`src/rtl/hdrfld_pkg.sv`:
```
package hdrfld_pkg;

    localparam int WORD_W     = 32;
    localparam int NUM_FIELDS = 19;
    localparam int LAST_ALIAS = NUM_FIELDS - 1;
    localparam int FW_W       = $clog2(WORD_W + 1);
    localparam int LSB_W      = $clog2(WORD_W);

    // Placement of one field inside the header
    typedef struct packed {
        logic             v6;      // uses the IPv6 base register
        logic [1:0]       woff;    // word offset from the base
        logic [LSB_W-1:0] lsb;     // lowest bit of the field in the word
        logic [FW_W-1:0]  width;   // field width in bits
    } fld_desc_t;

    function automatic fld_desc_t mk(input logic v6, input int woff,
                                     input int msb, input int lsb);
        fld_desc_t d;
        d.v6    = v6;
        d.woff  = 2'(woff);
        d.lsb   = LSB_W'(lsb);
        d.width = FW_W'(msb - lsb + 1);
        return d;
    endfunction

    function automatic fld_desc_t fld_desc(input int idx);
        case (idx)
            0:  return mk(1'b0, 0, 31, 28);
            1:  return mk(1'b0, 0, 27, 24);
            2:  return mk(1'b0, 0, 23, 16);
            3:  return mk(1'b0, 0, 31, 16);
            4:  return mk(1'b0, 0, 15, 0);
            5:  return mk(1'b0, 1, 31, 16);
            6:  return mk(1'b0, 1, 15, 13);
            7:  return mk(1'b0, 1, 12, 0);
            8:  return mk(1'b0, 1, 15, 0);
            9:  return mk(1'b0, 2, 31, 24);
            10: return mk(1'b0, 2, 23, 16);
            11: return mk(1'b0, 2, 31, 16);
            12: return mk(1'b0, 2, 15, 0);
            13: return mk(1'b1, 0, 31, 28);
            14: return mk(1'b1, 0, 27, 20);
            15: return mk(1'b1, 0, 19, 0);
            16: return mk(1'b1, 1, 31, 16);
            17: return mk(1'b1, 1, 15, 8);
            18: return mk(1'b1, 1, 7, 0);
            default: return mk(1'b0, 0, 31, 0);
        endcase
    endfunction

endpackage

```
`src/rtl/hdrfld_addr_gen.sv`:
```
module hdrfld_addr_gen
    import hdrfld_pkg::*;
#(
    parameter int              ADDR_W  = 16,
    parameter int              ALIAS_W = 8,
    parameter logic [ADDR_W-1:0] V4_BASE = 16'h0808,
    parameter logic [ADDR_W-1:0] V6_BASE = 16'h0C00
) (
    input  logic               clk,
    input  logic               rst,
    input  logic               base_we,
    input  logic               base_v6,
    input  logic [ADDR_W-1:0]  base_din,
    input  logic [ALIAS_W-1:0] alias_i,
    output logic [ADDR_W-1:0]  addr_o
);

    logic [ADDR_W-1:0] base_v4_q;
    logic [ADDR_W-1:0] base_v6_q;
    fld_desc_t         desc;

    always_ff @(posedge clk) begin
        if (rst) begin
            base_v4_q <= V4_BASE;
            base_v6_q <= V6_BASE;
        end else if (base_we) begin
            if (base_v6) base_v6_q <= base_din;
            else         base_v4_q <= base_din;
        end
    end

    always_comb begin
        desc   = fld_desc(int'(alias_i));
        addr_o = (desc.v6 ? base_v6_q : base_v4_q) + ADDR_W'(desc.woff);
    end

endmodule

```
`src/rtl/hdrfld_mem.sv`:
```
module hdrfld_mem
    import hdrfld_pkg::*;
#(
    parameter int ADDR_W = 16,
    parameter int MEM_AW = 6
) (
    input  logic              clk,
    input  logic              wr_en,
    input  logic [ADDR_W-1:0] wr_addr,
    input  logic [WORD_W-1:0] wr_data,
    input  logic              rd_en,
    input  logic [ADDR_W-1:0] rd_addr,
    output logic [WORD_W-1:0] rd_word
);

    localparam int DEPTH = 1 << MEM_AW;

    logic [WORD_W-1:0] store [DEPTH];
    logic [MEM_AW-1:0] wr_idx;
    logic [MEM_AW-1:0] rd_idx;

    assign wr_idx = MEM_AW'(wr_addr);
    assign rd_idx = MEM_AW'(rd_addr);

    always_ff @(posedge clk) begin
        if (wr_en) store[wr_idx] <= wr_data;
        if (rd_en) rd_word <= store[rd_idx];
    end

endmodule

```
`src/rtl/hdrfld_extract.sv`:
```
module hdrfld_extract
    import hdrfld_pkg::*;
#(
    parameter int ALIAS_W = 8
) (
    input  logic               clk,
    input  logic               rst,
    input  logic               valid_i,
    input  logic [ALIAS_W-1:0] alias_i,
    input  logic               raw_i,
    input  logic [WORD_W-1:0]  word_i,
    output logic [WORD_W-1:0]  data_o,
    output logic               err_o
);

    logic [NUM_FIELDS-1:0] en;
    logic [WORD_W-1:0]     part [NUM_FIELDS];
    logic [WORD_W-1:0]     field;
    logic                  out_range;

    assign out_range = (int'(alias_i) > LAST_ALIAS);

    // one-hot decoder and per-field shift/mask units
    for (genvar i = 0; i < NUM_FIELDS; i++) begin : g_unit
        localparam fld_desc_t D = fld_desc(i);
        assign en[i] = valid_i && !raw_i && (int'(alias_i) == i);
        if (int'(D.width) == WORD_W) begin : g_pass
            assign part[i] = en[i] ? word_i : '0;
        end else begin : g_cut
            localparam logic [WORD_W-1:0] MASK = WORD_W'((64'd1 << D.width) - 64'd1);
            assign part[i] = en[i] ? ((word_i >> D.lsb) & MASK) : '0;
        end
    end

    always_comb begin
        field = '0;
        for (int i = 0; i < NUM_FIELDS; i++) field |= part[i];
    end

    always_comb begin
        err_o = valid_i && out_range;
        if (!valid_i || out_range) data_o = '0;
        else if (raw_i)            data_o = word_i;
        else                       data_o = field;
    end

    AST_ONE_UNIT: assert property (@(posedge clk) disable iff (rst)
        (valid_i && !raw_i && !out_range) |-> $countones(en) == 1) else $error("one unit");
    AST_AT_MOST_ONE: assert property (@(posedge clk) disable iff (rst)
        $onehot0(en)) else $error("multi unit");
    AST_ZERO_EXT: assert property (@(posedge clk) disable iff (rst)
        (valid_i && !raw_i && !out_range) |->
            ((data_o >> fld_desc(int'(alias_i)).width) == '0)) else $error("zext");

endmodule

```
`src/rtl/hdrfld_read_unit.sv`:
```
module hdrfld_read_unit
    import hdrfld_pkg::*;
#(
    parameter int              ADDR_W  = 16,
    parameter int              MEM_AW  = 6,
    parameter int              ALIAS_W = 8,
    parameter logic [ADDR_W-1:0] V4_BASE = 16'h0808,
    parameter logic [ADDR_W-1:0] V6_BASE = 16'h0C00
) (
    input  logic               clk,
    input  logic               rst,
    input  logic               wr_en,
    input  logic [ADDR_W-1:0]  wr_addr,
    input  logic [WORD_W-1:0]  wr_data,
    input  logic               base_we,
    input  logic               base_v6,
    input  logic [ADDR_W-1:0]  base_din,
    input  logic               rd_req,
    input  logic [ALIAS_W-1:0] rd_alias,
    input  logic               rd_raw,
    output logic               rd_valid,
    output logic [WORD_W-1:0]  rd_data,
    output logic               rd_err
);

    logic [ADDR_W-1:0]  rd_addr;
    logic [WORD_W-1:0]  mem_word;
    logic               valid_q;
    logic [ALIAS_W-1:0] alias_q;
    logic               raw_q;

    hdrfld_addr_gen #(
        .ADDR_W (ADDR_W),
        .ALIAS_W(ALIAS_W),
        .V4_BASE(V4_BASE),
        .V6_BASE(V6_BASE)
    ) u_addr (
        .clk     (clk),
        .rst     (rst),
        .base_we (base_we),
        .base_v6 (base_v6),
        .base_din(base_din),
        .alias_i (rd_alias),
        .addr_o  (rd_addr)
    );

    hdrfld_mem #(
        .ADDR_W(ADDR_W),
        .MEM_AW(MEM_AW)
    ) u_mem (
        .clk    (clk),
        .wr_en  (wr_en),
        .wr_addr(wr_addr),
        .wr_data(wr_data),
        .rd_en  (rd_req),
        .rd_addr(rd_addr),
        .rd_word(mem_word)
    );

    always_ff @(posedge clk) begin
        if (rst) begin
            valid_q <= 1'b0;
            alias_q <= '0;
            raw_q   <= 1'b0;
        end else begin
            valid_q <= rd_req;
            if (rd_req) begin
                alias_q <= rd_alias;
                raw_q   <= rd_raw;
            end
        end
    end

    hdrfld_extract #(
        .ALIAS_W(ALIAS_W)
    ) u_ext (
        .clk    (clk),
        .rst    (rst),
        .valid_i(valid_q),
        .alias_i(alias_q),
        .raw_i  (raw_q),
        .word_i (mem_word),
        .data_o (rd_data),
        .err_o  (rd_err)
    );

    assign rd_valid = valid_q;

    AST_REQ_TO_VALID: assert property (@(posedge clk) disable iff (rst)
        rd_req |=> rd_valid) else $error("late valid");
    AST_NO_SPURIOUS: assert property (@(posedge clk) disable iff (rst)
        !rd_req |=> !rd_valid) else $error("spurious valid");
    AST_ERR_ZERO: assert property (@(posedge clk) disable iff (rst)
        rd_err |-> (rd_valid && rd_data == '0)) else $error("err data");

endmodule

```
`config.mk`:
```
export PLATFORM = sky130hd
export DESIGN_NAME = hdrfld_read_unit
export DESIGN_NICKNAME = d
export VERILOG_FILES = /design/src/rtl/hdrfld_pkg.sv /design/src/rtl/hdrfld_addr_gen.sv /design/src/rtl/hdrfld_mem.sv /design/src/rtl/hdrfld_extract.sv /design/src/rtl/hdrfld_read_unit.sv
export SDC_FILE = /design/constraint.sdc
export NUM_CORES = 2
export LEC_CHECK = 0
export BUFFER_PORTS_ARGS = -buffer_cell sky130_fd_sc_hd__buf_2
export CORE_MARGIN = 5
export CORE_UTILIZATION = 50
export CTS_CLUSTER_SIZE = 25
export DETAILED_ROUTE_END_ITERATION = 6
export PLACE_DENSITY = 0.73
export SETUP_SLACK_MARGIN = 0.15
export SYNTH_ARGS = -nofsm -noshare
export SYNTH_HDL_FRONTEND = slang
export SYNTH_SLANG_ARGS = --single-unit
```
`constraint.sdc`:
```
create_clock -name clk -period 7.8 [get_ports clk]
set_clock_uncertainty 0.1 [all_clocks]
set_input_delay 2.34 -clock clk [delete_from_list [all_inputs] [get_ports clk]]
set_output_delay 2.34 -clock clk [all_outputs]
set_load 0.1 [all_outputs]
```
==> impl_summary.txt <==
----------------------------------------------------
[Final layout]
  Utilization after layout ... 0.5732
  Fill count ... between 10000 and 15000
  Fin area ... ~0.093 mm^2
  Proportion of layout cells with a drive suffix above 1 ... 0.2433
  Layout net count ... between 4000 and 5000
  Layout overhead on the synthesized area ... 13.77%

[Worst setup path]
  Critical Setup Path Class ... input port to flip-flop
  CP Data Arrival Time ... 7.65 ns
  Cell with the largest stage delay on the worst path ... sky130_fd_sc_hd__a22oi_1
  Largest stage delay on the critical path ... 1.12 ns
  Crit end category ... flip-flop
  Crit Path Max Fanout ... 9
  Req. time, crit path ... a little over 8 ns
  CP Cell Sequence ... buf_2 > or2_1 > a32oi_1 > nor2_1 > mux2_2 > ha_4 > inv_1 > fa_4 > nand3b_1 > xor2_1 > nand3_1 > a22oi_1 > nand2_1 > a211oi_1 > nor4_1
  Startpoint class of the critical path ... input port

[CTS]
  Hold Buf Count CTS ... 0
  Post CTS Setup Buffer Count ... 0
  Clock-pin slew on the worst setup and hold paths ... ~0.06 ns
  H-tree level count ... 4
  Latest clock arrival within the worst-skew pair ... 0.86 ns
  Clock tree from TritonCTS ... done
  TritonCTS buffer count ... ~200
  Count of cells resized by post-cts repair ... 0
  Clock tree buffer depth ... 3
  CTS root buf ... sky130_fd_sc_hd__clkbuf_16
  Number of clock sinks ... roughly 2100

[Hold path]
  Type of the most critical hold path ... flip-flop to flip-flop

[Die]
  I/O pin count ... 113
  Die ar. ... 0.1724 mm^2
  Starting Density ... 0.5038
  Chip Width ... between 400 and 500 um
  Area of the core ... ~0.16 mm^2
  Row count ... roughly 150
  Die height ... around 420 um

[Detailed routing]
  Remaining DRCs ... 3
  Average wire per standard cell ... approximately 31 um
  DR pass1 iterations ... 7
  Iteration-0 DRC Markers ... between 6000 and 7000
  Total length of routed wires ... about 220000 um
  Post-route ant nets ... 0
  Detail-routed via count per cell ... ~6.4
  Vias post-DR ... around 44000

[STA]
  Worst slack on hold paths ... approximately 0.36 ns
  Worst-Margin Slew ... around 1.3 ns
  Max-slew violation total from the final report ... 0
  Highest clock frequency the design can meet ... around 140 MHz
  Final setup violation count ... 0
  Headroom to the max-slew limit ... 0.1157
  Hold Violations, Final ... 0
  Post-layout min period ... slightly above 7 ns
  TNS Setup ... 0 ns
  Crit share post-route ... 0.9227
  Unrepaired setup endpoints after global routing ... false

[Yosys]
  Cell Area, Synth ... ~0.082 mm^2
  Cell types occupying the most area after synthesis ... sky130_fd_sc_hd__edfxtp_1 76%, sky130_fd_sc_hd__mux4_2 12%, sky130_fd_sc_hd__nand2_1 2.2%
  Average cell area after synthesis ... approximately 19 um^2
  Number of library cell types mapped by synthesis ... 62
  Number of flops mapped to enable cells by yosys ... 2080
  Synthesized instance count ... 4266
  Synthesis warning total ... 0
  Ys flop type ... sky130_fd_sc_hd__edfxtp_1
  Sequential fraction of the synthesis area ... 0.7661
  Library cell with the highest instance count after synthesis ... sky130_fd_sc_hd__edfxtp_1
  Largest area contributor in the netlist ... sky130_fd_sc_hd__edfxtp_1
  Flop and latch count out of synthesis ... roughly 2100
  Share of the synthesized area in the top cell type ... 0.7608
  Cell types with the highest counts after synthesis ... 2080 x sky130_fd_sc_hd__edfxtp_1, 479 x sky130_fd_sc_hd__nand2_1, 434 x sky130_fd_sc_hd__mux4_2
  Net count after synthesis ... about 4300
  Async SR Flop Fraction ... 0

[Placement]
  Last weighted congestion value of the routability-driven placer ... 0.9042
  Post-detailed-placement cell area ... 0.08719 mm^2
  Post-detailed-placement half-perimeter wirelength ... about 120000 um
  Count of input and output buffers ... 92

[Power and ir drop]
  Pwr dens ... roughly 250 mW/mm^2
  Leakage power total ... between 20 and 30 nW
  Worst IR Drop VDD ... between 150 and 200 uV

[Global routing]
  Residual overflow from global routing ... 0
  Vias in the first global route ... roughly 44000
  Pin count of the biggest net entering global routing ... 74
  Wire length of the first global-routing pass ... between 300000 and 400000 um
  Overall track demand over capacity in global routing ... 0.2479
  Antenna violations before repair ... 19

[Outcome]
  Violated checks ... DRC
  Outcome ... finished with violations

[Run]
  Total of max-cap violations ... 0

----------------------------------------------------
==> through the flow <==
step | power (W) | setup slack, ns | cells
finish | 0.02340 | 0.6026 | 6920
global route | 0.02407 | 0.4727 | 6917
CTS | 0.02349 | 0.7908 | 6914
detailed placement | 0.01435 | -0.04877 | 6556
global placement | 0.01431 | 0.1024 | 6556
floorplan | 0.01359 | 1.370 | 4266
==> metal layers <==
metal  wire [um]  track usage
met5          54            0
met4        9902       0.1077
met3       25620      0.06026
met2      100500       0.3791
met1       79820       0.3442
==> cells in the final DEF (no fill, tap or decap), drive strengths merged, types with 51 or more instances in the layout <==
| cell type | netlist | final |
|---|---|---|
| a21oi | 119 | 119 |
| buf | 88 | 357 |
| clkbuf | 154 | 226 |
| clkinv | 0 | 99 |
| edfxtp | 2080 | 2080 |
| mux2i | 131 | 131 |
| mux4 | 434 | 434 |
| nand2 | 479 | 479 |
| nand3 | 141 | 141 |
| nor2 | 119 | 119 |
| nor2b | 51 | 51 |
==> power breakdown <==
group	internal [W]	switching [W]	total, W	leakage, nW
logic	0.000550	0.000982	0.00153	7.80
clock network	0.00513	0.00414	0.00927	3.02
registers	0.0125	0.0000680	0.0126	18.9
==> cell families (layout without fill, tap and decap cells) <==
group,count (synthesis),after routing,share of synthesized area
other,0,6,0
muxes,571,571,0.1358
buffers and inverters,247,720,0.01305
adders and majority gates,3,3,0.0005486
and+or+nand+nor,957,957,0.05279
AOI/OAI and AO/OA,381,381,0.03078
DFF,2102,2102,0.7661
xor gates and xnor gates,5,5,0.0008536
==> state kept, by name, indices dropped and copies added (netlist names) <==
signal	flops
alias_q	8
raw_q	1
rd_valid	1
u_addr.base_v4_q	6
u_addr.base_v6_q	6
u_mem.rd_word	32
u_mem.store	2048
==> final timing paths <==
path | from | to | slack (ns) | depth (start not counted)
setup / recovery | rd_alias[0] | u_mem.rd_word[26] | 0.60 | 15
hold / removal | u_addr.base_v6_q[1] | u_addr.base_v6_q[1] | 0.36 | 2
setup reg to reg | u_addr.base_v4_q[0] | u_mem.rd_word[26] | 2.88 | 11
hold reg to reg | u_addr.base_v6_q[1] | u_addr.base_v6_q[1] | 0.36 | 2
==> final cells by class <==
cell class | count | area, um^2 | area share
clock buffer | 226 | 5060 | 0.05417
tap | 2175 | 2721 | 0.02913
antenna | 6 | 15.01 | 0.0001607
clock inverter | 132 | 1145 | 0.01226
inverter | 5 | 18.77 | 0.0002009
timing repair buffer | 357 | 2863 | 0.03065
multi-input combinational | 1917 | 18690 | 0.2000
sequential | 2102 | 62900 | 0.6734
==> worst max-delay path, delay by kind of cell <==
| kind | cells | cell delay (ns) |
|---|---|---|
| simple gates | 6 | 1.60 |
| compound gates | 3 | 2.19 |
| mux | 1 | 0.28 |
| buf+inv | 2 | 0.19 |
| fa+ha+maj | 2 | 0.72 |
| xor+xnor | 1 | 0.30 |
No activity file was read; power rests on OpenSTA's default activity.
